===== src/rtl/shf_pkg.sv =====
package shf_pkg;
    localparam int DATA_W = 16;
    localparam int RES_W  = 2 * DATA_W;
    localparam int AMT_W  = 8;
    localparam int CNT_W  = $clog2(DATA_W + 1);

    localparam logic [2:0] OP_NOP    = 3'd0;
    localparam logic [2:0] OP_LSH    = 3'd1;
    localparam logic [2:0] OP_ASH    = 3'd2;
    localparam logic [2:0] OP_NORM   = 3'd3;
    localparam logic [2:0] OP_DENORM = 3'd4;
    localparam logic [2:0] OP_EXP    = 3'd5;

    typedef enum logic [1:0] {
        S_IDLE    = 2'd0,
        S_HI_PART = 2'd1,
        S_HI_FULL = 2'd2
    } shf_state_e;
endpackage


===== src/rtl/shf_place.sv =====
module shf_place #(
    parameter int DW = 16,
    parameter int RW = 32
) (
    input  logic [DW-1:0] data_i,
    input  logic          hi_sel_i,
    input  logic          arith_i,
    output logic [RW-1:0] placed_o,
    output logic          fill_o
);
    localparam int PAD_W = RW - DW;

    always_comb begin
        if (hi_sel_i) begin
            placed_o = {data_i, {PAD_W{1'b0}}};
        end else if (arith_i) begin
            placed_o = {{PAD_W{data_i[DW-1]}}, data_i};
        end else begin
            placed_o = {{PAD_W{1'b0}}, data_i};
        end
        fill_o = arith_i & placed_o[RW-1];
    end
endmodule


===== src/rtl/shf_barrel.sv =====
module shf_barrel #(
    parameter int RW = 32,
    parameter int AW = 8
) (
    input  logic [RW-1:0] din_i,
    input  logic [AW-1:0] amt_i,
    input  logic          fill_i,
    output logic [RW-1:0] dout_o
);
    logic          go_left;
    logic [AW-1:0] mag;
    logic [RW-1:0] stg [AW+1];

    assign go_left = ~amt_i[AW-1];
    assign mag     = amt_i[AW-1] ? (~amt_i + 1'b1) : amt_i;
    assign stg[0]  = din_i;

    for (genvar i = 0; i < AW; i++) begin : g_stage
        localparam int SH = 1 << i;
        if (SH >= RW) begin : g_wide
            assign stg[i+1] = mag[i] ? (go_left ? '0 : {RW{fill_i}}) : stg[i];
        end else begin : g_narrow
            assign stg[i+1] = !mag[i] ? stg[i] :
                              go_left ? {stg[i][RW-1-SH:0], {SH{1'b0}}}
                                      : {{SH{fill_i}}, stg[i][RW-1:SH]};
        end
    end

    assign dout_o = stg[AW];
endmodule


===== src/rtl/shf_signcnt.sv =====
module shf_signcnt #(
    parameter int DW = 16,
    parameter int CW = 5
) (
    input  logic [DW-1:0] word_i,
    input  logic          sign_i,
    output logic [CW-1:0] count_o
);
    always_comb begin
        logic run;
        run     = 1'b1;
        count_o = '0;
        for (int i = DW - 1; i >= 0; i--) begin
            if (run && (word_i[i] == sign_i)) begin
                count_o = CW'(count_o + 1'b1);
            end else begin
                run = 1'b0;
            end
        end
    end
endmodule


===== src/rtl/shf_unit.sv =====
module shf_unit
    import shf_pkg::*;
(
    input  logic                clk,
    input  logic                rst_n,
    input  logic [2:0]          op_i,
    input  logic [DATA_W-1:0]   data_i,
    input  logic [AMT_W-1:0]    amt_i,
    input  logic                hi_sel_i,
    input  logic                or_en_i,
    output logic [RES_W-1:0]    result_o,
    output logic [AMT_W-1:0]    exp_o
);
    shf_state_e        state_q, state_d;
    logic [RES_W-1:0]  result_q;
    logic [AMT_W-1:0]  exp_q;
    logic              sign_q;

    logic              is_shift, is_exp_hi, is_exp_lo, use_arith;
    logic [AMT_W-1:0]  eff_amt;
    logic [RES_W-1:0]  placed, shifted, merged;
    logic              fill;
    logic              cnt_sign;
    logic [CNT_W-1:0]  cnt;
    logic              all_sign;
    logic [AMT_W-1:0]  exp_hi_val, exp_lo_val;

    assign is_shift  = (op_i == OP_LSH) || (op_i == OP_ASH) ||
                       (op_i == OP_NORM) || (op_i == OP_DENORM);
    assign is_exp_hi = (op_i == OP_EXP) && hi_sel_i;
    assign is_exp_lo = (op_i == OP_EXP) && !hi_sel_i;
    assign use_arith = (op_i == OP_ASH) ||
                       (((op_i == OP_NORM) || (op_i == OP_DENORM)) && hi_sel_i);

    always_comb begin
        unique case (op_i)
            OP_NORM:   eff_amt = AMT_W'(0) - exp_q;
            OP_DENORM: eff_amt = exp_q;
            default:   eff_amt = amt_i;
        endcase
    end

    shf_place #(.DW(DATA_W), .RW(RES_W)) u_place (
        .data_i   (data_i),
        .hi_sel_i (hi_sel_i),
        .arith_i  (use_arith),
        .placed_o (placed),
        .fill_o   (fill)
    );

    shf_barrel #(.RW(RES_W), .AW(AMT_W)) u_barrel (
        .din_i  (placed),
        .amt_i  (eff_amt),
        .fill_i (fill),
        .dout_o (shifted)
    );

    assign merged = shifted | (or_en_i ? result_q : '0);

    assign cnt_sign = hi_sel_i ? data_i[DATA_W-1] : sign_q;

    shf_signcnt #(.DW(DATA_W), .CW(CNT_W)) u_signcnt (
        .word_i  (data_i),
        .sign_i  (cnt_sign),
        .count_o (cnt)
    );

    assign all_sign   = (cnt == CNT_W'(DATA_W));
    assign exp_hi_val = AMT_W'(0) - (AMT_W'(cnt) - AMT_W'(1));
    assign exp_lo_val = AMT_W'(0) - (AMT_W'(DATA_W - 1) + AMT_W'(cnt));

    // next-state logic
    always_comb begin
        state_d = state_q;
        unique case (state_q)
            S_IDLE, S_HI_PART, S_HI_FULL: begin
                if (is_exp_hi) begin
                    state_d = all_sign ? S_HI_FULL : S_HI_PART;
                end else if (op_i != OP_NOP && op_i <= OP_EXP) begin
                    state_d = S_IDLE;
                end
            end
            default: state_d = S_IDLE;
        endcase
    end

    // state register
    always_ff @(posedge clk or negedge rst_n) begin
        if (!rst_n) begin
            state_q <= S_IDLE;
        end else begin
            state_q <= state_d;
        end
    end

    // output registers
    always_ff @(posedge clk or negedge rst_n) begin
        if (!rst_n) begin
            result_q <= '0;
            exp_q    <= '0;
            sign_q   <= 1'b0;
        end else begin
            if (is_shift) begin
                result_q <= merged;
            end
            if (is_exp_hi) begin
                exp_q  <= exp_hi_val;
                sign_q <= data_i[DATA_W-1];
            end else if (is_exp_lo && state_q == S_HI_FULL) begin
                exp_q <= exp_lo_val;
            end
        end
    end

    assign result_o = result_q;
    assign exp_o    = exp_q;


    exp_hi_range_chk: assert property (@(posedge clk) disable iff (!rst_n)
        is_exp_hi |=> ($signed(exp_q) <= 0 && $signed(exp_q) >= -15));


    exp_keeps_result_chk: assert property (@(posedge clk) disable iff (!rst_n)
        (op_i == OP_EXP) |=> $stable(result_q));


    exp_lo_range_chk: assert property (@(posedge clk) disable iff (!rst_n)
        (is_exp_lo && state_q == S_HI_FULL) |=>
            ($signed(exp_q) <= -15 && $signed(exp_q) >= -31));


    unarmed_lo_chk: assert property (@(posedge clk) disable iff (!rst_n)
        (is_exp_lo && state_q != S_HI_FULL) |=> $stable(exp_q));


    or_keeps_bits_chk: assert property (@(posedge clk) disable iff (!rst_n)
        (is_shift && or_en_i) |=> ((result_q & $past(result_q)) == $past(result_q)));


    idle_hold_chk: assert property (@(posedge clk) disable iff (!rst_n)
        (op_i == OP_NOP || op_i > OP_EXP) |=> ($stable(result_q) && $stable(exp_q)));
endmodule


===== config.mk =====
export PLATFORM = sky130hd
export DESIGN_NAME = shf_unit
export DESIGN_NICKNAME = d
export VERILOG_FILES = /design/src/rtl/shf_pkg.sv /design/src/rtl/shf_place.sv /design/src/rtl/shf_barrel.sv /design/src/rtl/shf_signcnt.sv /design/src/rtl/shf_unit.sv
export SDC_FILE = /design/constraint.sdc
export NUM_CORES = 1
export LEC_CHECK = 0
export ABC_AREA = 1
export BUFFER_PORTS_ARGS = -buffer_cell sky130_fd_sc_hd__clkbuf_2
export CORE_UTILIZATION = 30
export DETAILED_ROUTE_END_ITERATION = 6
export GPL_TIMING_DRIVEN = 0
export PLACE_DENSITY = 0.51
export SETUP_SLACK_MARGIN = 0.3
export SYNTH_ARGS = -nofsm -noshare
export SYNTH_HDL_FRONTEND = slang
export SYNTH_SLANG_ARGS = --single-unit

===== constraint.sdc =====
create_clock -name clk -period 27.3 [get_ports clk]
set_input_delay 2.73 -clock clk [delete_from_list [all_inputs] [get_ports clk]]
set_output_delay 2.73 -clock clk [all_outputs]
set_load 0.02 [all_outputs]

Word-level counts from Yosys, hierarchy flattened

Index checks and enable logic that the tools add are counted.

Register bits after elaboration: 43
Input port bits: 31
Output and inout bits: 40
Word-level logic and storage cells: 141

$add $sub $neg: 21
Order comparisons: 1
Equality and inequality tests: 25
Mux-type cells: 57
Bitwise gates (word level): 3
Reductions and logical operators: 30

Operator list:

| kind                                                                   | number |
|---|---|
| 32-bit two-way mux                                                     | 17 |
| 5-bit by 1-bit adder with 5-bit output (second input constant)         | 15 |
| 5-bit two-way mux                                                      | 15 |
| 32-bit OR                                                              | 1 |
| 8-bit two-way mux                                                      | 3 |
| 1-bit logical AND                                                      | 20 |
| 1-bit two-way mux                                                      | 17 |
| 1-bit equality test                                                    | 16 |
| 8-bit one-hot mux with 2 select lines                                  | 1 |
| 1-bit by 6-bit subtractor with 7-bit output (first input constant)     | 2 |
| 8-bit by 1-bit adder with 8-bit output (second input constant)         | 1 |
| 2-bit two-way mux                                                      | 4 |
| 8-bit NOT                                                              | 1 |
| 1-bit by 8-bit subtractor with 8-bit output (first input constant)     | 1 |
| 4-bit by 5-bit adder with 6-bit output (first input constant)          | 1 |
| 3-bit by 2-bit equality test with 1-bit output (second input constant) | 2 |
| 3-bit equality test (second input constant)                            | 2 |
| 5-bit by 1-bit subtractor with 6-bit output (second input constant)    | 1 |
| 5-bit equality test (second input constant)                            | 1 |
| 1-bit logical OR                                                       | 5 |
| 3-bit by 1-bit equality test with 1-bit output (second input constant) | 1 |
| 3-bit <= comparator (second input constant)                            | 1 |
| 3-bit inequality test (second input constant)                          | 1 |
| 3-bit nonzero test                                                     | 1 |
| 7 further kinds                                                        | 7 |

Logic depth before layout (Yosys ltp)

Depth after elaboration: 37
Depth in mapped cells: 60
Mapped depth without buffers: 60

Hierarchy

Synthesis repeated with hierarchy kept, for this count alone.

Cells, all modules: 1484
Area, all modules: 8281.7 µm²

Modules (own cells, without submodules):

| module      | instances | cells each | area each (µm²) | sequential area each (µm²) |
|---|---|---|---|---|
| shf_barrel  | 1         | 827        | 4097.7          | 0.0 |
| shf_unit    | 1         | 292        | 2293.4          | 1051.0 |
| shf_signcnt | 1         | 292        | 1581.5          | 0.0 |
| shf_place   | 1         | 73         | 309.0           | 0.0 |

Worst setup path after synthesis

OpenSTA, ideal clock, no wires.

Kind: input to register
Start: in data_i[15]
End: reg exp_q[5], in the netlist exp_o[5]
Library setup time: 0.116 ns
Arrival time: 11.190 ns
Required time: 27.184 ns
Path slack: 15.994 ns
Stages: 56
Path buffers: 0
Path through: inv_1 nor2_1 nand2_1 nand2_2 a21oi_1 ha_1 inv_1 a21oi_1 ha_1 nand3_1 nand2_1 ha_1 or2_0 and2_1 ha_1 nand2_1 nand2_1 ha_1 [20 not listed] or2_2 and2_1 ha_1 nand2_1 nand2_1 ha_1 o21ai_0 ha_1 inv_1 o21ai_0 nand3b_1 nand2_1 nor2_1 nand2_1 nand2_1 nand2_1 nand2_1 nand2_1

Cells in the longest elaborated chain, start to end: 37
Elaborated cells on any way between the ends: 84
Classes of those cells: 19 x add/sub; 16 x eq/ne; 34 x mux; 15 x reduce/logical

Ends and longest elaborated chain:

| element                                                                     | RTL line                             | text |
|---|---|---|
| start: declaration                                                          | shf_unit.sv:7                        | `input logic [DATA_W-1:0] data_i,` |
| 1-bit two-way mux                                                           | shf_unit.sv:60                       | `assign cnt_sign = hi_sel_i ? data_i[DATA_W-1] : sign_q;` |
| 1-bit equality test                                                         | shf_signcnt.sv:14                    | `if (run && (word_i[i] == sign_i)) begin` |
| 1-bit two-way mux                                                           | shf_signcnt.sv:14                    |  |
| 5-bit by 1-bit adder with 5-bit output or 1-bit logical AND (tied branches) | shf_signcnt.sv:15, shf_signcnt.sv:14 |  |
| 5-bit two-way mux or 1-bit two-way mux (tied branches)                      | shf_signcnt.sv:14                    |  |
| 5-bit by 1-bit adder with 5-bit output or 1-bit logical AND (tied branches) | shf_signcnt.sv:15, shf_signcnt.sv:14 |  |
| 5-bit two-way mux or 1-bit two-way mux (tied branches)                      | shf_signcnt.sv:14                    |  |
| 5-bit by 1-bit adder with 5-bit output or 1-bit logical AND (tied branches) | shf_signcnt.sv:15, shf_signcnt.sv:14 |  |
| [21 not listed]                                                             | n/a                                  |  |
| 5-bit by 1-bit adder with 5-bit output or 1-bit logical AND (tied branches) | shf_signcnt.sv:15, shf_signcnt.sv:14 |  |
| 5-bit two-way mux or 1-bit two-way mux (tied branches)                      | shf_signcnt.sv:14                    |  |
| 5-bit by 1-bit adder with 5-bit output or 1-bit logical AND (tied branches) | shf_signcnt.sv:15, shf_signcnt.sv:14 |  |
| 5-bit two-way mux (*)                                                       | shf_signcnt.sv:14                    |  |
| 4-bit by 5-bit adder with 6-bit output                                      | shf_unit.sv:70                       | `assign exp_lo_val = AMT_W'(0) - (AMT_W'(DATA_W - 1) + AMT_W'(cnt));` |
| 1-bit by 6-bit subtractor with 7-bit output                                 | shf_unit.sv:70                       |  |
| 8-bit two-way mux                                                           | shf_unit.sv:109                      | `end else if (is_exp_lo && state_q == S_HI_FULL) begin` |
| 8-bit two-way mux (*)                                                       | shf_unit.sv:106                      | `if (is_exp_hi) begin` |
| end signal: assignment                                                      | shf_unit.sv:107                      | `exp_q <= exp_hi_val;` |
| end signal: assignment                                                      | shf_unit.sv:110                      | `exp_q <= exp_lo_val;` |
| end: declaration                                                            | shf_unit.sv:16                       | `logic [AMT_W-1:0] exp_q;` |

Mark *: on every way between the ends. The rest lies on a longest branch, timed or not. The select of a mux whose other input is x is not followed.
A chain may end at the register's enable or synchronous reset.

Worst setup path after layout

Ends and elaborated chain as after synthesis.

==> metrics.csv <==
stage,metric,value,unit
setup_path,R2R cell count,55,
sta,RSZ-0062 raised after global routing,false,
synth,synth unique cells,54,
clocking,clk_lat worst skew,290,ps
placement,I/O Buffers,70,
power_and_ir_drop,internal power,0.2212,mW
setup_path,most frequent CP cell,nand2_1,
clocking,CTS Buf Count,5,
setup_path,WS Path Type,input port to flop,
synth,Synth Flop Type,dfrtp_1,
global_routing,first-pass GRT wire length,37360,um
floorplan,Site Rows,53,
sta,Final Setup Violations,0,
clocking,H-tree levels,2,
sta,Slew @ Worst Pin,1074,ps
power_and_ir_drop,Leak Pwr,3.565,nW
setup_path,Crit. Startpoint,data_i[15],
final_layout,P&R area growth vs syn,12.89,%
setup_path,"slowest stage delay, CP",570,ps
final_layout,Fillers,2453,
route,DRT Wirelength,23080,um
route,drt first pass iters,7,
placement,routability congestion estimate,0.9693,
setup_path,CP endpoint,exp_o[5],
floorplan,Initial Utilization,30.84,%
floorplan,I/O pin count,71,
synth,Post-Syn Instances,1125,
sta,"Slew Viols, Final",0,
clocking,clk slew on worst S/H paths,70,ps
power_and_ir_drop,power share of the clock group,12.7,%
synth,Post-synth EDFFs,0,
global_routing,"Remaining Overflow, GRT",0,
synth,Mean Syn Cell Area,5.817,um^2
clocking,TritonCTS clock tree,done,
clocking,"Hold-fix buffers, CTS",0,
floorplan,die height,149.7,um
route,Final ANT Viol Nets,0,
floorplan,core area,0.02122,mm^2
sta,period utilisation layout,44.31,%
synth,Seq cells post-synth,42,
final_layout,register area,0.001051,mm^2
setup_path,CP Capture Type,flop,
clocking,Clock Sinks,42,
final_layout,footprint of the multi-input gates,0.004778,mm^2
setup_path,CP Launch Type,input port,
status,status,"finished, final reports clean",
final_layout,finished layout cell area,0.007387,mm^2
setup_path,Critical Path RT,27490,ps
global_routing,largest net degree at the start of global routing,43,
worst_hold_path,Hold WC Path Type,flop to flop,
clocking,Post-CTS Resized,0,
global_routing,gr usage total,20.91,%
final_layout,Antenna Cells,0,
global_routing,vias in the first global route,7056,
sta,Worst Skew,3.967,ps
synth,"Seq/Total Area, Yosys",16.06,%
setup_path,critical path arrival,12280,ps
placement,"Cell Area, Placed",0.007238,mm^2
clocking,CTS root buf,clkbuf_16,
synth,warnings from Yosys,0,
synth,syn_nets,1175,
power_and_ir_drop,Switching Power,0.2681,mW
setup_path,CP Max Fanout,6,
power_and_ir_drop,part of the power in registers,20.0,%
clocking,post-CTS setup buffer count,0,
global_routing,initial antenna violation count,0,
route,drc violations,0,
final_layout,# nets final,1252,
sta,Post-Route Setup TNS,0,ps
setup_path,R2R Path End,exp_o[5],
setup_path,reg2reg start,sign_q,
placement,Final HPWL DP,18990,um
floorplan,Die ar.,0.02241,mm^2
synth,synthesized area,0.006544,mm^2
sta,Fin. Hold Viols,0,
job,max_cap viols,0,
setup_path,FF-to-FF setup slack,17550,ps
sta,f_max,0.08267,GHz
power_and_ir_drop,power density cells,66.23,mW/mm^2
sta,"Min Clock Period, post-route",12100,ps
power_and_ir_drop,VDD IR max,0.00002596,V
final_layout,share of cells above drive strength 1,12.64,%
power_and_ir_drop,Sw Share,54.79,%
power_and_ir_drop,Gate power share,67.3,%
synth,async set-or-reset flop fraction in the synthesized netlist,100.0,%
route,vias per cell,5.284,
clocking,CTS Buffer Depth,2,
worst_hold_path,Hold Path Cell Cnt,1,
sta,slew margin rel.,28.42,%
route,Iter 0 DRT Violations,639,
setup_path,CP max stage cell,o21ai_0,
floorplan,Die Wd,149.7,um
route,via count,7810,
route,drt wl/cell,15.62,um
power groups by stage:
stage | Sequential [mW] | Clock, mW | Combinational (mW)
after floorplan | 0.123 | 0 | 0.199
after global placement | 0.0989 | 0 | 0.322
after detailed placement | 0.0995 | 0 | 0.322
after CTS | 0.0985 | 0.0630 | 0.323
after global routing | 0.101 | 0.0652 | 0.366
final | 0.0981 | 0.0621 | 0.329
cells in the mapped netlist (3+ instances only):
| cell | instances | area (um^2) |
|---|---|---|
| a21boi_0 | 3 | 22.52 |
| a21o_1 | 8 | 60.06 |
| a21oi_1 | 66 | 330.3 |
| a221oi_1 | 9 | 78.83 |
| a22o_1 | 16 | 140.1 |
| a31oi_1 | 9 | 56.30 |
| and2_1 | 6 | 37.54 |
| buf_2 | 5 | 25.02 |
| buf_4 | 3 | 22.52 |
| clkbuf_1 | 42 | 157.7 |
| clkinv_1 | 8 | 30.03 |
| dfrtp_1 | 42 | 1051 |
| ha_1 | 19 | 237.7 |
| inv_1 | 119 | 446.7 |
| inv_2 | 5 | 18.77 |
| nand2_1 | 322 | 1209 |
| nand2_2 | 21 | 131.4 |
| nand3_1 | 77 | 385.4 |
| nand3_2 | 8 | 80.08 |
| nand3b_1 | 4 | 30.03 |
| nand4_1 | 11 | 68.82 |
| nor2_1 | 77 | 289.0 |
| nor2_2 | 9 | 56.30 |
| nor3_1 | 3 | 15.01 |
| o211ai_1 | 29 | 217.7 |
| o21ai_0 | 105 | 525.5 |
| o21ai_1 | 5 | 25.02 |
| o21bai_1 | 6 | 45.04 |
| o221ai_1 | 16 | 140.1 |
| o22ai_1 | 24 | 150.1 |
| o31ai_1 | 7 | 52.55 |
| or2_0 | 3 | 18.77 |
| or2_2 | 8 | 50.05 |
| xor2_1 | 4 | 35.03 |
per-stage QoR:
stage	power [mW]	hold slack (ps)	cells	setup slack (ps)	utilization [%]
floorplan	0.3222	451.2	1125	15990	-
global placement	0.4209	458.4	1470	14930	34.11
detailed placement	0.4212	464.7	1470	14840	34.11
CTS	0.4844	481.3	1478	15130	34.81
global route	0.5322	491.6	1478	14430	34.81
finish	0.4893	472.9	1478	15200	34.81
worst min path at each step:
stage / start / to / slack [ps]
CTS: result_o[30] / result_o[30] / 480
floorplan: state_q[1] / state_q[0] / 450
finish: result_o[30] / result_o[30] / 470
detailed placement: result_o[13] / result_o[13] / 460
global route: result_o[26] / result_o[26] / 490
global placement: result_o[26] / result_o[26] / 460
metal layers:
metal,global-route usage (%),vias up,share of wire [%]
met5,0,-,0
met2,32.11,297,42
li1,-,3968,-
met4,3.535,0,1.2
met1,30.48,3517,49
met3,3.720,28,7.8
critical path: cells and delay by family:
| kind | cells | cell delay [ps] |
|---|---|---|
| buffers and inverters | 6 | 450 |
| AND/OR/NAND/NOR | 33 | 4240 |
| adder cells (fa/ha/maj) | 14 | 3760 |
| AO/OA/AOI/OAI | 4 | 1080 |
final cells by class:
| class | count | area share, % |
|---|---|---|
| repair buffers | 70 | 4.743 |
| flip-flops and latches | 42 | 14.23 |
| multi-input cells | 898 | 64.68 |
| plain buffers | 52 | 2.879 |
| clock inverters | 3 | 0.3218 |
| well taps | 275 | 4.658 |
| inverters | 133 | 6.792 |
| clock buffers | 5 | 1.694 |
registers in the layout, indices dropped and copies added (netlist names):
register / cells
sign_q: 1
state_q: 2
result_o: 32
exp_o: 7
placed cells by master, fill, tap and decap left out, types with 4 or more instances in the layout:
master | netlist | final
a22o_1 | 16 | 16
nor2_1 | 77 | 77
nand4_1 | 11 | 11
ha_1 | 19 | 19
nand3_1 | 77 | 77
nand2_2 | 21 | 21
or2_2 | 8 | 8
buf_2 | 5 | 5
nand3_2 | 8 | 8
a21o_1 | 8 | 8
nand2_1 | 322 | 322
inv_2 | 5 | 5
a21oi_1 | 66 | 66
o21ai_0 | 105 | 105
o21bai_1 | 6 | 6
o21ai_1 | 5 | 5
clkbuf_2 | 0 | 70
clkbuf_1 | 42 | 42
inv_1 | 119 | 119
o31ai_1 | 7 | 7
a31oi_1 | 9 | 9
o221ai_1 | 16 | 16
and2_1 | 6 | 6
o211ai_1 | 29 | 29
clkinv_1 | 8 | 8
clkbuf_16 | 0 | 5
nand3b_1 | 4 | 4
xor2_1 | 4 | 4
a221oi_1 | 9 | 9
nor2_2 | 9 | 9
dfrtp_1 | 42 | 42
o22ai_1 | 24 | 24
logic make-up after synthesis:
| group | synth area share [%] |
|---|---|
| buffers and inverters | 10.92 |
| AOI/OAI and AO/OA | 28.85 |
| xor gates and xnor gates | 1.511 |
| and+or+nand+nor | 39.03 |
| adders and majority gates | 3.633 |
| DFF | 16.06 |
(Power assumes the default switching activity.)
